<file path="config.mk">
export PLATFORM = sky130hd
export DESIGN_NAME = ctlreg_bank
export DESIGN_NICKNAME = d
export VERILOG_FILES = /design/src/rtl/ctlreg_pkg.sv /design/src/rtl/ctlreg_decode.sv /design/src/rtl/ctlreg_inten.sv /design/src/rtl/ctlreg_rstreq.sv /design/src/rtl/ctlreg_bank.sv
export SDC_FILE = /design/constraint.sdc
export NUM_CORES = 1
export LEC_CHECK = 0
export CORE_MARGIN = 3
export CORE_UTILIZATION = 29
export CTS_CLUSTER_SIZE = 25
export DETAILED_ROUTE_END_ITERATION = 10
export HOLD_SLACK_MARGIN = 0.03
export SKIP_LAST_GASP = 1
export SYNTH_ARGS = -nofsm -noshare
export SYNTH_HDL_FRONTEND = slang
export SYNTH_SLANG_ARGS = --single-unit
</file>
<file path="constraint.sdc">
create_clock -name clk -period 2.9 [get_ports clk]
set_input_delay 0.29 -clock clk [delete_from_list [all_inputs] [get_ports clk]]
set_output_delay 0.29 -clock clk [all_outputs]
set_load 0.05 [all_outputs]
</file>
<file path="src/rtl/ctlreg_pkg.sv">
package ctlreg_pkg;

  localparam int DATA_W      = 32;
  localparam int IDX_GENCFG  = 1;
  localparam int IDX_EN_SET  = 12;
  localparam int IDX_EN_CLR  = 13;
  localparam int IDX_EN      = 14;
  localparam int IDX_ISR     = 15;
  localparam int GEN_RST_BIT = 2;

  // Power-on contents of each word.
  function automatic logic [DATA_W-1:0] reset_word(input int idx);
    case (idx)
      0:       return 32'h0000_0C40;
      1:       return 32'h0000_1384;
      2:       return 32'h2BFF_8010;
      3:       return 32'h255E_0091;
      4:       return 32'h0000_6140;
      7:       return 32'h0000_01FF;
      8:       return 32'h0000_01FF;
      26:      return 32'h0000_0008;
      27:      return 32'h1000_0000;
      default: return '0;
    endcase
  endfunction

  // Words that a direct write may not touch.
  function automatic logic is_read_only(input int idx);
    return (idx == IDX_EN) || (idx == IDX_ISR);
  endfunction

  // A request fires only on a 0 to 1 change.
  function automatic logic rise_detect(input logic old_b, input logic new_b);
    return !old_b && new_b;
  endfunction

  function automatic logic [DATA_W-1:0] apply_set(input logic [DATA_W-1:0] cur,
                                                  input logic [DATA_W-1:0] bits);
    return cur | bits;
  endfunction

  function automatic logic [DATA_W-1:0] apply_clr(input logic [DATA_W-1:0] cur,
                                                  input logic [DATA_W-1:0] bits);
    return cur & ~bits;
  endfunction

endpackage

</file>
<file path="src/rtl/ctlreg_decode.sv">
module ctlreg_decode #(
  parameter int ADDR_W    = 8,
  parameter int NUM_WORDS = 28,
  localparam int WIDX_W   = ADDR_W - 2
) (
  input  logic                 clk,
  input  logic                 rst_n,
  input  logic                 bus_wr,
  input  logic [ADDR_W-1:0]    bus_addr,
  output logic [WIDX_W-1:0]    word_idx,
  output logic                 in_range,
  output logic [NUM_WORDS-1:0] wr_sel,
  output logic                 wr_oob
);

  assign word_idx = WIDX_W'(bus_addr >> 2);
  assign in_range = (word_idx < WIDX_W'(NUM_WORDS));
  assign wr_oob   = bus_wr && !in_range;

  for (genvar i = 0; i < NUM_WORDS; i++) begin : g_sel
    assign wr_sel[i] = bus_wr && (word_idx == WIDX_W'(i));
  end

  // a write outside the bank selects no word
  assert_oob_nosel_R9: assert property (@(posedge clk) disable iff (!rst_n)
    wr_oob |-> (wr_sel == '0));

endmodule

</file>
<file path="src/rtl/ctlreg_inten.sv">
module ctlreg_inten
  import ctlreg_pkg::*;
(
  input  logic              clk,
  input  logic              rst_n,
  input  logic              set_stb,
  input  logic              clr_stb,
  input  logic [DATA_W-1:0] wdata,
  output logic [DATA_W-1:0] en_q
);

  logic [DATA_W-1:0] en_d;

  always_comb begin
    en_d = en_q;
    if (set_stb)      en_d = apply_set(en_q, wdata);
    else if (clr_stb) en_d = apply_clr(en_q, wdata);
  end

  always_ff @(posedge clk or negedge rst_n) begin
    if (!rst_n) en_q <= reset_word(IDX_EN);
    else        en_q <= en_d;
  end

  assert_set_or_R4: assert property (@(posedge clk) disable iff (!rst_n)
    set_stb |=> ((en_q & $past(wdata)) == $past(wdata)));

  assert_clr_and_R5: assert property (@(posedge clk) disable iff (!rst_n)
    clr_stb |=> ((en_q & $past(wdata)) == '0));

  assert_hold_R6: assert property (@(posedge clk) disable iff (!rst_n)
    (!set_stb && !clr_stb) |=> $stable(en_q));

endmodule

</file>
<file path="src/rtl/ctlreg_rstreq.sv">
module ctlreg_rstreq
  import ctlreg_pkg::*;
(
  input  logic clk,
  input  logic rst_n,
  input  logic gen_wr,
  input  logic old_bit,
  input  logic new_bit,
  output logic req_q
);

  logic fire;
  assign fire = gen_wr && rise_detect(old_bit, new_bit);

  always_ff @(posedge clk or negedge rst_n) begin
    if (!rst_n) req_q <= 1'b0;
    else        req_q <= fire;
  end

  assert_pulse_once_R7: assert property (@(posedge clk) disable iff (!rst_n)
    req_q |=> !req_q);

  assert_cause_R8: assert property (@(posedge clk) disable iff (!rst_n)
    req_q |-> $past(gen_wr && !old_bit && new_bit));

endmodule

</file>
<file path="src/rtl/ctlreg_bank.sv">
module ctlreg_bank
  import ctlreg_pkg::*;
#(
  parameter int ADDR_W    = 8,
  parameter int NUM_WORDS = 28
) (
  input  logic              clk,
  input  logic              rst_n,
  input  logic              bus_wr,
  input  logic [ADDR_W-1:0] bus_addr,
  input  logic [DATA_W-1:0] bus_wdata,
  output logic [DATA_W-1:0] bus_rdata,
  output logic              sys_reset_req,
  output logic              wr_err
);

  localparam int WIDX_W = ADDR_W - 2;

  logic [WIDX_W-1:0]              word_idx;
  logic                           in_range;
  logic [NUM_WORDS-1:0]           wr_sel;
  logic                           wr_oob;
  logic [NUM_WORDS-1:0][DATA_W-1:0] word_q;
  logic [DATA_W-1:0]              en_q;

  ctlreg_decode #(.ADDR_W(ADDR_W), .NUM_WORDS(NUM_WORDS)) u_dec (
    .clk      (clk),
    .rst_n    (rst_n),
    .bus_wr   (bus_wr),
    .bus_addr (bus_addr),
    .word_idx (word_idx),
    .in_range (in_range),
    .wr_sel   (wr_sel),
    .wr_oob   (wr_oob)
  );

  ctlreg_inten u_en (
    .clk     (clk),
    .rst_n   (rst_n),
    .set_stb (wr_sel[IDX_EN_SET]),
    .clr_stb (wr_sel[IDX_EN_CLR]),
    .wdata   (bus_wdata),
    .en_q    (en_q)
  );

  ctlreg_rstreq u_req (
    .clk     (clk),
    .rst_n   (rst_n),
    .gen_wr  (wr_sel[IDX_GENCFG]),
    .old_bit (word_q[IDX_GENCFG][GEN_RST_BIT]),
    .new_bit (bus_wdata[GEN_RST_BIT]),
    .req_q   (sys_reset_req)
  );

  for (genvar i = 0; i < NUM_WORDS; i++) begin : g_word
    if (i == IDX_EN) begin : g_en
      assign word_q[i] = en_q;
    end else if (is_read_only(i)) begin : g_ro
      assign word_q[i] = reset_word(i);
    end else begin : g_rw
      logic [DATA_W-1:0] q;
      always_ff @(posedge clk or negedge rst_n) begin
        if (!rst_n)         q <= reset_word(i);
        else if (wr_sel[i]) q <= bus_wdata;
      end
      assign word_q[i] = q;
    end
  end

  always_comb begin
    bus_rdata = '0;
    for (int i = 0; i < NUM_WORDS; i++) begin
      if (in_range && (word_idx == WIDX_W'(i))) bus_rdata = word_q[i];
    end
  end

  always_ff @(posedge clk or negedge rst_n) begin
    if (!rst_n)      wr_err <= 1'b0;
    else if (wr_oob) wr_err <= 1'b1;
  end

  assert_oob_ignored_R9: assert property (@(posedge clk) disable iff (!rst_n)
    wr_oob |=> $stable(word_q));

  assert_err_sticky_R10: assert property (@(posedge clk) disable iff (!rst_n)
    wr_err |=> wr_err);

  assert_direct_en_R6: assert property (@(posedge clk) disable iff (!rst_n)
    wr_sel[IDX_EN] |=> $stable(en_q));

endmodule

</file>
==> metrics.md, run 1 <==
| Metric | Value |
|---|---|
| Global Route met2 Usage | 33.0% |
| Setup repair after global routing missed its margin | true |
| Achievable clock frequency | 313 MHz |
| P&R area growth vs syn | 29.6% |
| Fraction of registers with async set/reset | 100% |
| Clock slew at reported path FFs | 0.06 ns |
| Via count | 31926 |
| Min Tclk post-route | 3.20 ns |
| Cells after Synth | 3330 |
| Number of antenna violations at the first check in global routing | 6 |
| H-Tree Depth | 3 |
| Total track usage | approximately a fifth |
| Via-to-Cell Ratio | around 5.6 |
| Post-synthesis net count | around 3400 |
| Data arrival time at the worst-slack endpoint | approximately 2.9 ns |
| Layout Skew | 0.00150 ns |
| CTS root buffer | sky130_fd_sc_hd__clkbuf_16 |
| Area of the core | ~140000 µm² |
| Sum Neg Setup Slack | -1.37 ns |
| Post-synth design cell area | 41100 µm² |
| Post-detailed-route wirelength per cell | 27.8 µm |
| Crit-path max FO | 2 |
| Deepest clock path buffer count | 3 |
| Count of boundary I/O pins | 77 |
| Antenna Violating Nets Remaining | 0 |
| RD Place Congestion | between 0.9 and 1 |
| Number of distinct library cells after synthesis | 80 |
| Max Cap Violations | 0 |
| Clock sink count | ~870 |
| Element type at the critical path end | primary output |
| Proportion of synthesized chip area in sequential cells | 52.9% |
| Outcome | complete, but fails checks |
| Max transition margin | about 24% |
| Worst ir drop on vdd | 0.496 mV |
| Wire length of the first global-routing pass | 230000 µm |
| Fraction of layout cells with a size suffix above 1 | 49.2% |
| Mean instance size in the synthesized netlist | between 10 and 15 µm² |
| Routing usage on met1 | 28.3% |
| Most common library cell in the layout ignoring fill and taps | sky130_fd_sc_hd__mux2_2 |
| Commonest cells after routing, fill and taps aside | sky130_fd_sc_hd__mux2_2 (837), sky130_fd_sc_hd__dfrtp_1 (809), sky130_fd_sc_hd__buf_4 (420) |
| Vias in the first global route | approximately 32000 |
| Clock latency of the later-clocked register in the worst-skew pair | ~0.66 ns |
| Dominant synthesized flop cell | sky130_fd_sc_hd__dfrtp_1 |
| Post-DP HPWL | 109000 µm |
| Number of input and output port buffers inserted | 74 |
| Startpoint of the worst setup timing path | g_word[24].g_rw.q[7] |
| Endpoint required time on the critical path | 2.61 ns |
| Number of enable flip-flop cells after synthesis | 0 |
| Reg2reg end | u_req.req_q |
| Pin count of the biggest net entering global routing | 93 |
| Final wirelength | 159000 µm |
| Power per cell area | 590 nW/µm² |
| Crit Path Category | flip-flop to primary output |
| Floorplan die area | 146000 µm² |
| Effective utilization at floorplan | 29.3% |
| Most utilized layer in the global route result | met2 |
| Post-layout nets | 3796 |
| Synthesized flop and latch total | 866 |
| Util after Layout | a little under two fifths |
| TritonCTS clock tree | yes |
| Tcrit/Tclk final | 110% |
| Transition time of the tightest slew-check pin | 1.14 ns |
| Number of hold violations in the final report | 0 |
| Hold/Removal Path Class | primary input to async pin |
| Number of placement rows | 137 |
| Inserted Clock Buffers | 92 |
| DRC errors left | 0 |
| Count of final max-slew check failures | 0 |
| Met3 demand-to-capacity share in global routing | between 4 and 5% |
| Yosys warnings | 0 |
| Horizontal die dimension | ~380 µm |
| Sum of overflow across all layers after global routing | 0 |
| Static leakage | 0.0243 µW |
| Worst reg2reg startpoint | g_word[1].g_rw.q[2] |
| Overall die height | between 300 and 400 µm |
| Category of the worst setup path launch point | flip-flop |
| # setup viols final | 11 |
| Register-to-register setup slack | 1.66 ns |
| Failing checks | negative setup slack |
| Number of iterations in the first detailed-routing pass | 6 |
| Crit path setup slack, layout | -0.297 ns |
| Drt first-iter violations | about 3400 |
| Number of cells traversed by the worst register-to-register path | 2 |
[stage by stage]
stage | total power (µW) | setup slack, ns | cells | area, µm² | hold slack [ns]
detailed placement | 19100 | -1.08 | 5494 | 48500 | 0.322
CTS | 31500 | -0.315 | 5693 | 52800 | 0.175
finish | 31400 | -0.297 | 5710 | 53200 | 0.178
global placement | 18900 | -1.14 | 5494 | 48500 | 0.317
global route | 32500 | -0.323 | 5706 | 53200 | 0.220
floorplan | 17100 | 0.00138 | 3330 | 41100 | -0.00559
[routing by layer]
layer	share of wire, %	vias up
li1	-	13177
met1	41	16792
met2	45	1548
met3	8.5	403
met4	5.4	6
met5	0.056	-
[registers in the layout (all words and copies together) (netlist names), named ones only]
name           cells
u_req.req_q        1
wr_err             1
g_word.g_rw.q    832
[synth_stat cells, types with 6 or more instances]
cell type / n / area, µm²
sky130_fd_sc_hd__a2111oi_0: 11 / 96.3
sky130_fd_sc_hd__nor3_1: 25 / 125
sky130_fd_sc_hd__buf_1: 53 / 199
sky130_fd_sc_hd__a21oi_1: 159 / 796
sky130_fd_sc_hd__a22oi_1: 53 / 398
sky130_fd_sc_hd__a222oi_1: 9 / 90.1
sky130_fd_sc_hd__nor2b_1: 7 / 43.8
sky130_fd_sc_hd__o2111ai_1: 6 / 52.6
sky130_fd_sc_hd__a22o_1: 38 / 333
sky130_fd_sc_hd__o2bb2ai_1: 16 / 140
sky130_fd_sc_hd__o32ai_1: 10 / 87.6
sky130_fd_sc_hd__mux2_2: 838 / 9440
sky130_fd_sc_hd__o22ai_1: 56 / 350
sky130_fd_sc_hd__a221o_1: 7 / 70.1
sky130_fd_sc_hd__o21ai_0: 151 / 756
sky130_fd_sc_hd__nand2b_1: 9 / 56.3
sky130_fd_sc_hd__and2_1: 6 / 37.5
sky130_fd_sc_hd__inv_1: 6 / 22.5
sky130_fd_sc_hd__a21boi_0: 8 / 60.1
sky130_fd_sc_hd__nor2_2: 10 / 62.6
sky130_fd_sc_hd__a211oi_1: 15 / 113
sky130_fd_sc_hd__buf_4: 8 / 60.1
sky130_fd_sc_hd__nand3_1: 24 / 120
sky130_fd_sc_hd__a31oi_1: 18 / 113
sky130_fd_sc_hd__a221oi_1: 27 / 236
sky130_fd_sc_hd__buf_2: 97 / 485
sky130_fd_sc_hd__o21a_1: 17 / 128
sky130_fd_sc_hd__a2bb2oi_1: 15 / 131
sky130_fd_sc_hd__nand2_1: 231 / 867
sky130_fd_sc_hd__nor2_1: 120 / 450
sky130_fd_sc_hd__dfrtp_1: 809 / 20200
sky130_fd_sc_hd__a21o_1: 6 / 45.0
sky130_fd_sc_hd__clkbuf_1: 159 / 597
sky130_fd_sc_hd__mux4_2: 41 / 923
sky130_fd_sc_hd__and3_1: 15 / 93.8
sky130_fd_sc_hd__o211ai_1: 23 / 173
sky130_fd_sc_hd__o221ai_1: 20 / 175
sky130_fd_sc_hd__dfstp_2: 57 / 1500
sky130_fd_sc_hd__mux2i_1: 61 / 611
[logic make-up (layout without fill, tap and decap cells)]
family,Yosys count,after routing,share of synthesized area (%)
muxes,942,942,26.8
DFF,866,866,52.9
AOI/OAI and AO/OA,708,708,11.6
and+or+nand+nor,487,487,5.35
buffers and inverters,327,826,3.40
other,0,5,0
[cell type report]
type                            instances  area [µm²]
Fill cell                           13440       86800
Sequential cell                       866       21700
Multi-Input combinational cell       2137       19100
Timing Repair Buffer                  649        6870
Clock buffer                          143        2770
Tap cell                             1876        2350
Clock inverter                         27         374
Inverter                                7        26.3
Antenna cell                            5        12.5
[what timing repair did]
item | 4_1_cts | 5_1_grt
gates resized for setup | 228 | 81
hold endpoints to repair | 59 | 0
hold buffers | 2 | 0
endpoints found under the setup margin | 32 | 31
buffers inserted | 32 | 18
pin swaps | 72 | 50
[critical path, cell delays in order (launching register included)]
cell                       delay (ns)
sky130_fd_sc_hd__dfrtp_1         0.39
sky130_fd_sc_hd__mux2_4          0.31
sky130_fd_sc_hd__o32a_1          0.24
sky130_fd_sc_hd__mux4_2          0.54
sky130_fd_sc_hd__nand2_4         0.11
sky130_fd_sc_hd__nor4b_4         0.25
sky130_fd_sc_hd__buf_4           0.18
sky130_fd_sc_hd__a211oi_4        0.04
sky130_fd_sc_hd__buf_6           0.18
[power breakdown]
part / internal [µW] / total [µW] / leakage [µW] / switching (µW)
clock network: 7130 / 12300 / 0.00154 / 5160
logic: 2280 / 4480 / 0.0114 / 2200
registers: 13800 / 14700 / 0.0113 / 900
total: 23200 / 31400 / 0.0243 / 8250
[worst max path at each step]
stage / to / slack (ns)
after floorplan: bus_rdata[28] / 0.001
after global placement: bus_rdata[14] / -1.14
after detailed placement: bus_rdata[14] / -1.08
after CTS: bus_rdata[7] / -0.31
after global routing: bus_rdata[27] / -0.32
final: bus_rdata[7] / -0.30
No activity file was read; power rests on OpenSTA's default activity.
==> inputs of run 2 (changes only) <==
Settings changed: CORE_MARGIN 3 to 1.5.
==> metrics.md, run 2 (synthesis gave the netlist of run 1 again) <==
| Metric | Value |
|---|---|
| Fillers | 13318 |
| Most common library cell in the layout ignoring fill and taps | sky130_fd_sc_hd__mux2_2 |
| Overall die height | 379 µm |
| Post-layout nets | 3814 |
| Clock sink count | 866 |
| Post-detailed-route wirelength per cell | 27.2 µm |
| P&R area growth vs syn | 30.8% |
| Failing checks | negative setup slack |
| Crit path setup slack, layout | -0.251 ns |
| TritonCTS clock tree | yes |
| Fraction of layout cells with a size suffix above 1 | 50.1% |
| Via-to-Cell Ratio | roughly 5.5 |
| Number of cells traversed by the worst register-to-register path | 2 |
| Largest reg by FF count | g_word.g_rw.q |
| Inserted Clock Buffers | 92 |
| Register-to-register setup slack | between 1.5 and 2 ns |
| Static leakage | 0.0245 µW |
| Outcome | complete, but fails checks |
| Data arrival time at the worst-slack endpoint | 2.86 ns |
| Category of the worst setup path launch point | flip-flop |
| Drt first-iter violations | 3019 |
| Worst reg2reg startpoint | g_word[1].g_rw.q[2] |
| Power per cell area | approximately 580 nW/µm² |
| Vias in the first global route | 32163 |
| Setup repair after global routing missed its margin | true |
| Combinational Power Share | 14.2% |
| Total track usage | ~21% |
| Endpoint of the worst setup timing path | bus_rdata[27] |
| Number of hold violations in the final report | 0 |
| Max transition margin | 22.1% |
| Tcrit/Tclk final | 109% |
| Max Cap Violations | 0 |
| DRC errors left | 0 |
| Min Tclk post-route | 3.15 ns |
| Number of antenna violations at the first check in global routing | 7 |
| Count of boundary I/O pins | 77 |
| Final wirelength | 156000 µm |
| Element type at the critical path end | primary output |
| Pin count of the biggest net entering global routing | 143 |
| Crit Path Category | flip-flop to primary output |
| Crit-path max FO | 2 |
| Clock latency of the later-clocked register in the worst-skew pair | 0.68 ns |
| RD Place Congestion | 0.939 |
| Sw Ratio | 26.2% |
| Sum Neg Setup Slack | -1.03 ns |
| Antenna Violating Nets Remaining | 0 |
| Deepest clock path buffer count | 3 |
| Largest registers ranked by flip-flop count | g_word.g_rw.q (832), u_req.req_q (1), wr_err (1) |
| CTS root buffer | sky130_fd_sc_hd__clkbuf_16 |
| Floorplan die area | 144000 µm² |
| Clock group share of total power | 39.2% |
| Sum of overflow across all layers after global routing | 0 |
| Effective utilization at floorplan | 29.3% |
| Flip-flop count of the largest register after layout | 832 |
| Area of the core | 140000 µm² |
| Proportion of power drawn by flip-flops and latches | 46.7% |
| Hold/Removal Path Class | primary input to async pin |
| Transition time of the tightest slew-check pin | 1.17 ns |
| Number of placement rows | 137 |
| # setup viols final | 10 |
| Commonest cells after routing, fill and taps aside | sky130_fd_sc_hd__mux2_2 (837), sky130_fd_sc_hd__dfrtp_1 (809), sky130_fd_sc_hd__buf_4 (419) |
| Post-DP HPWL | 104000 µm |
| Wire length of the first global-routing pass | 227000 µm |
| Number of iterations in the first detailed-routing pass | 8 |
| Net load switching power | 8230 µW |
| Layout Skew | 0.00132 ns |
| Clock slew at reported path FFs | 0.06 ns |
| Via count | approximately 32000 |
| Count of final max-slew check failures | 0 |
| Worst ir drop on vdd | 0.518 mV |
| Reg2reg end | u_req.req_q |
| H-Tree Depth | 3 |
| Startpoint of the worst setup timing path | g_word[3].g_rw.q[27] |
| Number of input and output port buffers inserted | 74 |
| Achievable clock frequency | between 300 and 400 MHz |
| Total power consumption of the routed design | 31400 µW |
| Cell-internal power | 23200 µW |
| Horizontal die dimension | 379 µm |
| Endpoint required time on the critical path | 2.61 ns |
run 2: cell count changes in the layout (fill, tap and decap cells not counted), moves of 6 or more:
cell / before / now
sky130_fd_sc_hd__clkinv_2: 10 / 16
sky130_fd_sc_hd__buf_6: 46 / 52
sky130_fd_sc_hd__nand2_1: 204 / 193
sky130_fd_sc_hd__nand2_2: 24 / 34
sky130_fd_sc_hd__nor2_4: 14 / 20
sky130_fd_sc_hd__o22ai_2: 0 / 6
sky130_fd_sc_hd__o22ai_1: 54 / 48
run 2: power by group through the flow:
stage / sequential, µW / clock [µW] / combinational [µW]
floorplan: 14500 / 0 / 2590
global placement: 14700 / 0 / 4070
detailed placement: 14800 / 0 / 4170
CTS: 14600 / 12500 / 4380
global route: 14800 / 12900 / 4740
finish: 14700 / 12300 / 4440
run 2: stage by stage:
step           instances  area, µm²  hold WS [ns]  setup WS [ns]  util [%]
6_report            5726      53700        0.0805         -0.251      38.4
5_1_grt             5724      53700        0.0637         -0.334      38.4
4_1_cts             5706      53200        0.0428         -0.278      38.0
3_5_place_dp        5468      48300         0.197         -0.898      34.5
3_3_place_gp        5468      48300         0.196         -0.938      34.5
2_1_floorplan       3330      41100      -0.00559        0.00138         -
run 2: area by class of cell:
type / count / area [µm²] / area share (%)
multi-input cells: 2137 / 19200 / 35.8
repair buffers: 667 / 7250 / 13.5
flip-flops and latches: 866 / 21700 / 40.5
inverters: 7 / 28.8 / 0.0535
clock buffers: 136 / 2700 / 5.02
diodes: 3 / 7.51 / 0.0140
well taps: 1876 / 2350 / 4.37
clock inverters: 34 / 438 / 0.815
run 2: metal layers:
layer,wire length [µm],GRT usage [%],vias up,share of wire [%]
li1,-,-,13254,-
met1,64400,28.4,16608,41
met2,70400,33.4,1460,45
met3,12600,4.21,409,8.1
met4,8290,10.6,8,5.3
met5,56,0,-,0.036
run 2: repair_timing:
action	4_1_cts	5_1_grt
pin swaps	85	57
hold buffers	2	0
buffers inserted	73	23
endpoints found under the hold margin	495	0
cloned	5	1
endpoints found under the setup margin	32	32
gates resized for setup	270	95
run 2: worst min-delay path by stage:
| stage | start | end |
|---|---|---|
| 2_1_floorplan | rst_n | async pin |
| 3_3_place_gp | rst_n | g_word[22].g_rw.q[18] |
| 3_5_place_dp | rst_n | g_word[21].g_rw.q[18] |
| 4_1_cts | rst_n | g_word[18].g_rw.q[29] |
| 5_1_grt | rst_n | g_word[18].g_rw.q[29] |
| 6_report | rst_n | g_word[18].g_rw.q[29] |
run 2: critical path: stages (launching register included):
cell and delay [ns]:
sky130_fd_sc_hd__dfrtp_1 0.38, sky130_fd_sc_hd__mux4_2 0.52, sky130_fd_sc_hd__a222oi_1 0.29, sky130_fd_sc_hd__o21ai_1 0.19, sky130_fd_sc_hd__a2111oi_2 0.34, sky130_fd_sc_hd__buf_4 0.20, sky130_fd_sc_hd__o21ai_4 0.08, sky130_fd_sc_hd__buf_12 0.16
